**src/rtl/disturb_pkg.sv**
```systemverilog
package disturb_pkg;

    typedef enum logic [1:0] {
        CMD_NOP = 2'd0,
        CMD_ACT = 2'd1,
        CMD_PRE = 2'd2
    } cmd_e;

    typedef enum logic [1:0] {
        ST_IDLE  = 2'd0,
        ST_OPEN  = 2'd1,
        ST_RECOV = 2'd2
    } state_e;

endpackage

```
**src/rtl/disturb_row_pick.sv**
```systemverilog
module disturb_row_pick #(
    parameter int ROW_W   = 16,
    parameter int MAX_AGG = 16,
    parameter int IDX_W   = 4
) (
    input  logic [MAX_AGG*ROW_W-1:0] rows_i,
    input  logic [IDX_W-1:0]         idx_i,
    output logic [ROW_W-1:0]         row_o
);

    logic [ROW_W-1:0] tbl [MAX_AGG];

    for (genvar g = 0; g < MAX_AGG; g++) begin : g_slice
        assign tbl[g] = rows_i[g*ROW_W +: ROW_W];
    end

    always_comb begin
        row_o = tbl[0];
        for (int i = 0; i < MAX_AGG; i++) begin
            if (int'(idx_i) == i) begin
                row_o = tbl[i];
            end
        end
    end

endmodule

```
**src/rtl/disturb_gap_len.sv**
```systemverilog
module disturb_gap_len #(
    parameter int TRAS_W = 8,
    parameter int TRP_W  = 8,
    parameter int OPEN_W = 24
) (
    input  logic              press_i,
    input  logic [TRAS_W-1:0] t_ras_i,
    input  logic [TRP_W-1:0]  t_rp_i,
    input  logic [OPEN_W-1:0] open_i,
    output logic [OPEN_W-1:0] open_len_o,
    output logic [TRP_W-1:0]  rp_len_o
);

    logic [OPEN_W-1:0] ras_ext;
    logic [OPEN_W-1:0] hold;

    always_comb begin
        ras_ext = OPEN_W'(t_ras_i);
        hold    = ras_ext;
        if (press_i && (open_i > ras_ext)) begin
            hold = open_i;
        end
        open_len_o = (hold == '0) ? OPEN_W'(1) : hold;
        rp_len_o   = (t_rp_i == '0) ? TRP_W'(1) : t_rp_i;
    end

endmodule

```
**src/rtl/dram_disturb_gen.sv**
```systemverilog
module dram_disturb_gen #(
    parameter int ROW_W   = 16,
    parameter int BANK_W  = 3,
    parameter int MAX_AGG = 16,
    parameter int ITER_W  = 32,
    parameter int TRAS_W  = 8,
    parameter int TRP_W   = 8,
    parameter int OPEN_W  = 24,
    localparam int IDX_W     = (MAX_AGG > 1) ? $clog2(MAX_AGG) : 1,
    localparam int AGG_CNT_W = $clog2(MAX_AGG + 1)
) (
    input  logic                     clk_i,
    input  logic                     rst_ni,
    input  logic                     start_i,
    input  logic                     abort_i,
    input  logic                     press_mode_i,
    input  logic [AGG_CNT_W-1:0]     agg_count_i,
    input  logic [MAX_AGG*ROW_W-1:0] agg_rows_i,
    input  logic [BANK_W-1:0]        bank_i,
    input  logic [ITER_W-1:0]        iter_i,
    input  logic [TRAS_W-1:0]        t_ras_i,
    input  logic [TRP_W-1:0]         t_rp_i,
    input  logic [OPEN_W-1:0]        open_time_i,
    output logic [1:0]               cmd_o,
    output logic [BANK_W-1:0]        cmd_bank_o,
    output logic [ROW_W-1:0]         cmd_row_o,
    output logic                     busy_o,
    output logic                     done_o
);
    import disturb_pkg::*;

    localparam logic [OPEN_W-1:0]    ONE_O = OPEN_W'(1);
    localparam logic [ITER_W-1:0]    ONE_I = ITER_W'(1);
    localparam logic [AGG_CNT_W-1:0] ONE_A = AGG_CNT_W'(1);
    localparam logic [AGG_CNT_W-1:0] MAX_A = AGG_CNT_W'(MAX_AGG);

    typedef struct packed {
        state_e                   st;
        logic [OPEN_W-1:0]        cnt;
        logic [ITER_W-1:0]        left;
        logic [IDX_W-1:0]         idx;
        logic                     press;
        logic [AGG_CNT_W-1:0]     nagg;
        logic [MAX_AGG*ROW_W-1:0] rows;
        logic [BANK_W-1:0]        bank;
        logic [OPEN_W-1:0]        open_len;
        logic [TRP_W-1:0]         rp_len;
        cmd_e                     cmd;
        logic [ROW_W-1:0]         row;
        logic                     done;
    } regs_t;

    regs_t q, d;

    logic [OPEN_W-1:0]    gl_open;
    logic [TRP_W-1:0]     gl_rp;
    logic [AGG_CNT_W-1:0] nagg_eff;
    logic [AGG_CNT_W-1:0] idx_inc;
    logic [IDX_W-1:0]     nxt_idx;
    logic [ROW_W-1:0]     nxt_row;

    disturb_gap_len #(
        .TRAS_W (TRAS_W),
        .TRP_W  (TRP_W),
        .OPEN_W (OPEN_W)
    ) i_gap_len (
        .press_i    (press_mode_i),
        .t_ras_i    (t_ras_i),
        .t_rp_i     (t_rp_i),
        .open_i     (open_time_i),
        .open_len_o (gl_open),
        .rp_len_o   (gl_rp)
    );

    disturb_row_pick #(
        .ROW_W   (ROW_W),
        .MAX_AGG (MAX_AGG),
        .IDX_W   (IDX_W)
    ) i_row_pick (
        .rows_i (q.rows),
        .idx_i  (nxt_idx),
        .row_o  (nxt_row)
    );

    always_comb begin
        if (agg_count_i == '0) begin
            nagg_eff = ONE_A;
        end else if (agg_count_i > MAX_A) begin
            nagg_eff = MAX_A;
        end else begin
            nagg_eff = agg_count_i;
        end
        idx_inc = AGG_CNT_W'(q.idx) + ONE_A;
        if (q.press || (idx_inc >= q.nagg)) begin
            nxt_idx = '0;
        end else begin
            nxt_idx = IDX_W'(idx_inc);
        end
    end

    always_comb begin
        d      = q;
        d.done = 1'b0;
        d.cmd  = CMD_NOP;
        unique case (q.st)
            ST_IDLE: begin
                if (!abort_i && start_i) begin
                    if (iter_i == '0) begin
                        d.done = 1'b1;
                    end else begin
                        d.press    = press_mode_i;
                        d.nagg     = nagg_eff;
                        d.rows     = agg_rows_i;
                        d.bank     = bank_i;
                        d.open_len = gl_open;
                        d.rp_len   = gl_rp;
                        d.left     = iter_i;
                        d.idx      = '0;
                        d.cmd      = CMD_ACT;
                        d.row      = agg_rows_i[ROW_W-1:0];
                        d.cnt      = gl_open - ONE_O;
                        d.st       = ST_OPEN;
                    end
                end
            end
            ST_OPEN: begin
                if (abort_i) begin
                    d.cmd = CMD_PRE;
                    d.st  = ST_IDLE;
                end else if (q.cnt == '0) begin
                    d.cmd  = CMD_PRE;
                    d.left = q.left - ONE_I;
                    d.cnt  = OPEN_W'(q.rp_len) - ONE_O;
                    d.st   = ST_RECOV;
                end else begin
                    d.cnt = q.cnt - ONE_O;
                end
            end
            ST_RECOV: begin
                if (abort_i) begin
                    d.st = ST_IDLE;
                end else if (q.cnt == '0) begin
                    if (q.left == '0) begin
                        d.done = 1'b1;
                        d.st   = ST_IDLE;
                    end else begin
                        d.idx = nxt_idx;
                        d.row = nxt_row;
                        d.cmd = CMD_ACT;
                        d.cnt = q.open_len - ONE_O;
                        d.st  = ST_OPEN;
                    end
                end else begin
                    d.cnt = q.cnt - ONE_O;
                end
            end
            default: d.st = ST_IDLE;
        endcase
    end

    always_ff @(posedge clk_i) begin
        if (!rst_ni) begin
            q <= '{st: ST_IDLE, cmd: CMD_NOP, default: '0};
        end else begin
            q <= d;
        end
    end

    assign cmd_o      = q.cmd;
    assign cmd_bank_o = q.bank;
    assign cmd_row_o  = q.row;
    assign busy_o     = (q.st != ST_IDLE);
    assign done_o     = q.done;

    // Observation of the emitted command stream for the properties below.
    logic             open_seen_q;
    logic [ROW_W-1:0] act_row_q;

    always_ff @(posedge clk_i) begin
        if (!rst_ni) begin
            open_seen_q <= 1'b0;
            act_row_q   <= '0;
        end else if (cmd_o == CMD_ACT) begin
            open_seen_q <= 1'b1;
            act_row_q   <= cmd_row_o;
        end else if (cmd_o == CMD_PRE) begin
            open_seen_q <= 1'b0;
        end
    end

    p_act_closed_r9: assert property (@(posedge clk_i) disable iff (!rst_ni)
        (cmd_o == CMD_ACT) |-> !open_seen_q);

    p_pre_open_row_r9: assert property (@(posedge clk_i) disable iff (!rst_ni)
        (cmd_o == CMD_PRE) |-> (open_seen_q && (cmd_row_o == act_row_q)));

    p_done_idle_r6: assert property (@(posedge clk_i) disable iff (!rst_ni)
        done_o |-> (!busy_o && !open_seen_q));

    p_abort_stops_r8: assert property (@(posedge clk_i) disable iff (!rst_ni)
        (abort_i && busy_o) |=> (!busy_o && !done_o));

    p_start_ignored_r7: assert property (@(posedge clk_i) disable iff (!rst_ni)
        (busy_o && start_i && !abort_i) |=> $stable(cmd_bank_o));

    p_press_row_r4: assert property (@(posedge clk_i) disable iff (!rst_ni)
        ((cmd_o == CMD_ACT) && q.press) |-> (cmd_row_o == q.rows[ROW_W-1:0]));

endmodule

```
**config.mk**
```make
export PLATFORM = sky130hd
export DESIGN_NAME = dram_disturb_gen
export DESIGN_NICKNAME = d
export VERILOG_FILES = /design/src/rtl/disturb_pkg.sv /design/src/rtl/disturb_row_pick.sv /design/src/rtl/disturb_gap_len.sv /design/src/rtl/dram_disturb_gen.sv
export SDC_FILE = /design/constraint.sdc
export NUM_CORES = 1
export LEC_CHECK = 0
export BUFFER_PORTS_ARGS = -buffer_cell sky130_fd_sc_hd__buf_4
export CAP_MARGIN = 40
export CORE_MARGIN = 1
export CORE_UTILIZATION = 61
export CTS_BUF_LIST = sky130_fd_sc_hd__clkbuf_4 sky130_fd_sc_hd__clkbuf_8 sky130_fd_sc_hd__clkbuf_16
export CTS_CLUSTER_SIZE = 28
export DETAILED_ROUTE_END_ITERATION = 6
export GPL_TIMING_DRIVEN = 0
export PLACE_DENSITY = 0.86
export SETUP_SLACK_MARGIN = 0.02
export SYNTH_ARGS = -nofsm -noshare
export SYNTH_HDL_FRONTEND = slang
export SYNTH_SLANG_ARGS = --single-unit
```
**constraint.sdc**
```tcl
create_clock -name clk_i -period 5.4 [get_ports clk_i]
set_input_delay 0 -clock clk_i [delete_from_list [all_inputs] [get_ports clk_i]]
set_output_delay 0 -clock clk_i [all_outputs]
set_load 0.05 [all_outputs]
```
==> flow_summary.json, run 1 <==
{
  "outcome": "did not finish",
  "lastStage": "global routing",
  "tool.error": "[ERROR GRT-0116] Global routing finished with congestion. Check the congestion regions in the DRC Viewer.",
  "cts_inserted_buffers": 39,
  "yosys.cell_types.count": 81,
  "die_w_um": 182,
  "async_flop_share": 0,
  "initial_core_util": 0.623,
  "fp.dieH_um": 182,
  "grt_pass1_wl_mm": 190,
  "ys_warn_count": 0,
  "postCtsSetupRepairBufs": 0,
  "cts_resized": 0,
  "cts_root_buf": "clkbuf_16",
  "ys_seq_area_frac": 0.383,
  "grt_max_degree": 15,
  "grt_usage": 0.766,
  "clockBufferDepth": 3,
  "port_buffers": 363,
  "place.gp.congestion": 1.14,
  "cts_sinks": 378,
  "place_area_um2": 23000,
  "fp-row-count": 65,
  "postSynthCellCount": 2718,
  "syn-cell-area_um2": 19700,
  "grt_pass1_vias": 30552,
  "dp_hpwl_mm": 64.7,
  "htree_num_levels": 2,
  "synth_nets": 3083,
  "io_pins": 364,
  "syn_avg_cell_area_um2": 7.27,
  "overflow": 24,
  "synth-edff-count": 0,
  "dominantRegCellSynth": "dfxtp_1",
  "yosys_register_bits": 378
}
==> stage by stage <==
step           worst slack, ps  cells  hold slack (ps)
4_1_cts                    659   3898             55.6
3_5_place_dp               706   3492              234
3_3_place_gp               815   3483              220
2_1_floorplan             1780   2718             79.3
==> synth_stat cells, drive strengths merged (29+ instances only) <==
cell type / number / area, µm²
a211oi: 29 / 218
a21oi: 404 / 2020
a31oi: 30 / 188
buf: 48 / 290
clkbuf: 171 / 642
dfxtp: 378 / 7570
inv: 41 / 154
nand2: 682 / 2560
nand3: 49 / 245
nor2: 183 / 697
nor3: 57 / 285
nor4: 43 / 275
o21ai: 117 / 593
o22ai: 35 / 225
or3: 30 / 193
xnor2: 37 / 324
xor2: 31 / 272
==> layer usage <==
metal / overflow / track usage
met1: 0 / 0.759
met2: 9 / 0.945
met3: 3 / 0.595
met4: 12 / 0.778
met5: 0 / 0.313
==> cell families after synthesis <==
family,Yosys count,share of synthesized area
buffers and inverters,261,0.0552
flip-flops,378,0.383
AND/OR/NAND/NOR,1162,0.257
AO/OA/AOI/OAI,791,0.242
adder cells (fa/ha/maj),24,0.0152
multiplexers,34,0.0180
XOR/XNOR,68,0.0302
==> timing repair <==
action	in CTS
hold buffers	337
endpoints found under the hold margin	349
setup endpoints to repair	0
==> run 2: changes to the inputs <==
Settings changed: CORE_UTILIZATION 61 to 40, CTS_BUF_LIST sky130_fd_sc_hd__clkbuf_4 sky130_fd_sc_hd__clkbuf_8 sky130_fd_sc_hd__clkbuf_16 to not set, CTS_CLUSTER_SIZE 28 to not set, PLACE_DENSITY 0.86 to not set, PLACE_DENSITY_LB_ADDON set to 0.15, SETUP_SLACK_MARGIN 0.02 to not set.
==> run 2 against run 1 <==
Compared with the run above: the flow now finishes without violations; synthesized cell count unchanged; area after synthesis unchanged.
==> flow_summary.json, run 2 <==
{
  "grt_max_degree": 15,
  "viasPerCell": 5.79,
  "worstHoldPathType": "primary input to flip-flop",
  "grt_pass1_vias": 23796,
  "seq_power_share": 0.400,
  "min_to": "q[370]",
  "fp.coreArea_um2": 48800,
  "yosys_register_bits": 378,
  "timing.final.crit_share": 0.971,
  "critPathKind": "flip-flop to flip-flop",
  "overflow": 0,
  "timing.rr.start": "q[316]",
  "dr.pass1.iters": 6,
  "synth_common_cells": "682 x nand2_1, 404 x a21oi_1, 378 x dfxtp_1",
  "wirelength_mm": 100,
  "use_met2": 0.651,
  "whs_path_depth": 4,
  "clkLatencyLatePin_ps": 610,
  "fp.dieH_um": 224,
  "initial_core_util": 0.404,
  "cts_root_buf": "clkbuf_16",
  "cp-startpoint": "q[316]",
  "cp_slowest_stage_delay_ps": 650,
  "tritoncts": "done",
  "power_leakage_uw": 0.0109,
  "synth_most_common_cell": "nand2_1",
  "dp_hpwl_mm": 73.9,
  "clockBufferDepth": 3,
  "nets": 3845,
  "drt-wirelength-per-cell_um": 24.0,
  "rrSetupSlack_ps": 160,
  "outcome": "completed",
  "cts_sinks": 378,
  "drcViolationCount": 0,
  "start_kind": "flip-flop",
  "drive_above_1_share": 0.149,
  "post-place-ws_ps": 272,
  "place.gp.congestion": 1.00,
  "regMostFlops": "q",
  "hp-start": "press_mode_i",
  "drt_iter0_drc": 2417,
  "htree_num_levels": 2,
  "async_flop_share": 0,
  "arrival_ps": 5690,
  "antenna_left": 0,
  "syn_avg_cell_area_um2": 7.27,
  "dominantRegCellSynth": "dfxtp_1",
  "end_kind": "flip-flop",
  "hold_ws_ps": 58.7,
  "hold_violations": 0,
  "port_buffers": 363,
  "peakVddDrop_mv": 0.246,
  "fmax_ghz": 0.191,
  "critPathTopFamily": "buffers and inverters",
  "setup_viol": 0,
  "switchingPower_uw": 2360,
  "clk_pin_slew_ps": 60,
  "pwr-share-comb": 0.207,
  "crit_required_ps": 5850,
  "yosys.cell_types.count": 81,
  "die_w_um": 224,
  "synth_nets": 3083,
  "top_usage_layer": "met2",
  "path_buf_inv": 3,
  "grt_pass1_wl_mm": 147,
  "fin_skew_ps": 34.2,
  "powerDensity_nw_per_um2": 273,
  "multi_input_area_um2": 11100,
  "path_cells": "ha_1 > nand2b_1 > nand2_1 > ha_1 > a21oi_1 > o22ai_1 > nor2_1 > clkbuf_1 > clkbuf_2 > buf_1 > nand4_1 > o311ai_0 > a31oi_1 > o21ai_0 > a31oi_1",
  "grt_usage": 0.389,
  "dp.cells": 3762,
  "num_vias": 24189,
  "slew_violations": 0,
  "ff_latch_area_um2": 7570,
  "syn-cell-area_um2": 19700,
  "internal_power_uw": 5340,
  "mostFrequentLayoutCell": "nand2_1",
  "yosysTopAreaCell": "dfxtp_1",
  "crit_slowest_cell": "buf_1",
  "grt_antenna_before_repair": 1,
  "io_pins": 364,
  "worstMarginPinSlew_ps": 909,
  "synth.area.top_cells": "dfxtp_1 38%, nand2_1 13%, a21oi_1 10%",
  "fill_cells": 4496,
  "drv_cap": 0,
  "swShare": 0.307,
  "fp-row-count": 81,
  "met3_usage": 0.0496,
  "path_max_fanout": 10,
  "ys_seq_area_frac": 0.383,
  "use_met1": 0.487,
  "synth-edff-count": 0,
  "mostFrequentLayoutCells": "682 x nand2_1, 404 x a21oi_1, 389 x buf_4",
  "reg2reg_depth": 15,
  "period_needed_ps": 5240,
  "synth.top_cell.area_share": 0.383,
  "rr_endpoint": "cmd_row_o[1]",
  "rsz0062_at_grt": "no",
  "fin_ws_ps": 156,
  "dieArea_um2": 50300,
  "area_growth_syn_to_layout_pct": 43.1,
  "antennaDiodeCount": 0,
  "timing.setup.tns_ps": 0,
  "ys_warn_count": 0,
  "layout.cells.non_filler": 4177,
  "clockPowerShare": 0.394,
  "postSynthCellCount": 2718,
  "slew_headroom": 0.388,
  "largest_reg_flops": 356,
  "cts_inserted_buffers": 43
}
## run 2: logic make-up (layout without fill, tap and decap cells)
family	count (synthesis)	in the layout	share of synthesized area
adders and majority gates	24	24	0.0152
muxes	34	34	0.0180
xor gates and xnor gates	68	68	0.0302
and+or+nand+nor	1162	1162	0.257
DFF	378	378	0.383
buffers and inverters	261	1056	0.0552
AOI/OAI and AO/OA	791	791	0.242
## run 2: worst max-delay path by stage
| stage | endpoint | slack [ps] | cells after the start |
|---|---|---|---|
| after floorplan | q[372] | 1780 | 16 |
| after global placement | cmd_row_o[1] | 330 | 15 |
| after detailed placement | cmd_row_o[1] | 270 | 15 |
| after CTS | cmd_row_o[1] | 270 | 15 |
| after global routing | cmd_row_o[1] | 190 | 15 |
| final | cmd_row_o[1] | 160 | 15 |
## run 2: power groups by stage
stage                     clock network [µW]  logic (µW)  registers, µW
final                                   3030        1590           3080
after global routing                    3150        1700           3090
after CTS                               3030        1550           3070
after detailed placement                   0        1340           3130
after global placement                     0        1330           3130
after floorplan                            0         778           3070
## run 2: routing by layer
metal | wire [µm] | up-vias
met5 | 9 | -
met4 | 6060 | 2
met3 | 7150 | 277
met2 | 46700 | 1222
met1 | 40500 | 11604
li1 | - | 11084
## run 2: area by class of cell
| cell class | instances | area share |
|---|---|---|
| flip-flops and latches | 378 | 0.268 |
| clock buffers | 53 | 0.0405 |
| repair buffers | 717 | 0.221 |
| well taps | 664 | 0.0294 |
| inverters | 42 | 0.00558 |
| clock inverters | 25 | 0.00988 |
| plain buffers | 219 | 0.0330 |
| multi-input cells | 2079 | 0.393 |
## run 2: timing repair
| item | 4_1_cts | 5_1_grt |
|---|---|---|
| hold buffers | 337 | 0 |
| setup endpoints to repair | 0 | 1 |
| gates resized for setup | 0 | 2 |
| hold endpoints to repair | 354 | 0 |
| setup buffers | 0 | 0 |
## run 2: through the flow
step / util / instance area [µm²] / total power, µW
global placement: 0.477 / 23300 / 4460
global route: 0.578 / 28300 / 7940
CTS: 0.578 / 28300 / 7650
floorplan: - / 19700 / 3850
finish: 0.578 / 28300 / 7700
detailed placement: 0.480 / 23500 / 4480
## run 2: worst reg2reg max path, cell delays in order, from the launching register on
cell      delay, ps
dfxtp_1         490
ha_1            290
nand2b_1        250
nand2_1          90
ha_1            300
a21oi_1         130
o22ai_1         140
nor2_1          320
clkbuf_1        570
clkbuf_2        480
buf_1           650
nand4_1         310
o311ai_0        200
a31oi_1         180
o21ai_0         540
a31oi_1         170
(Power assumes the default switching activity.)
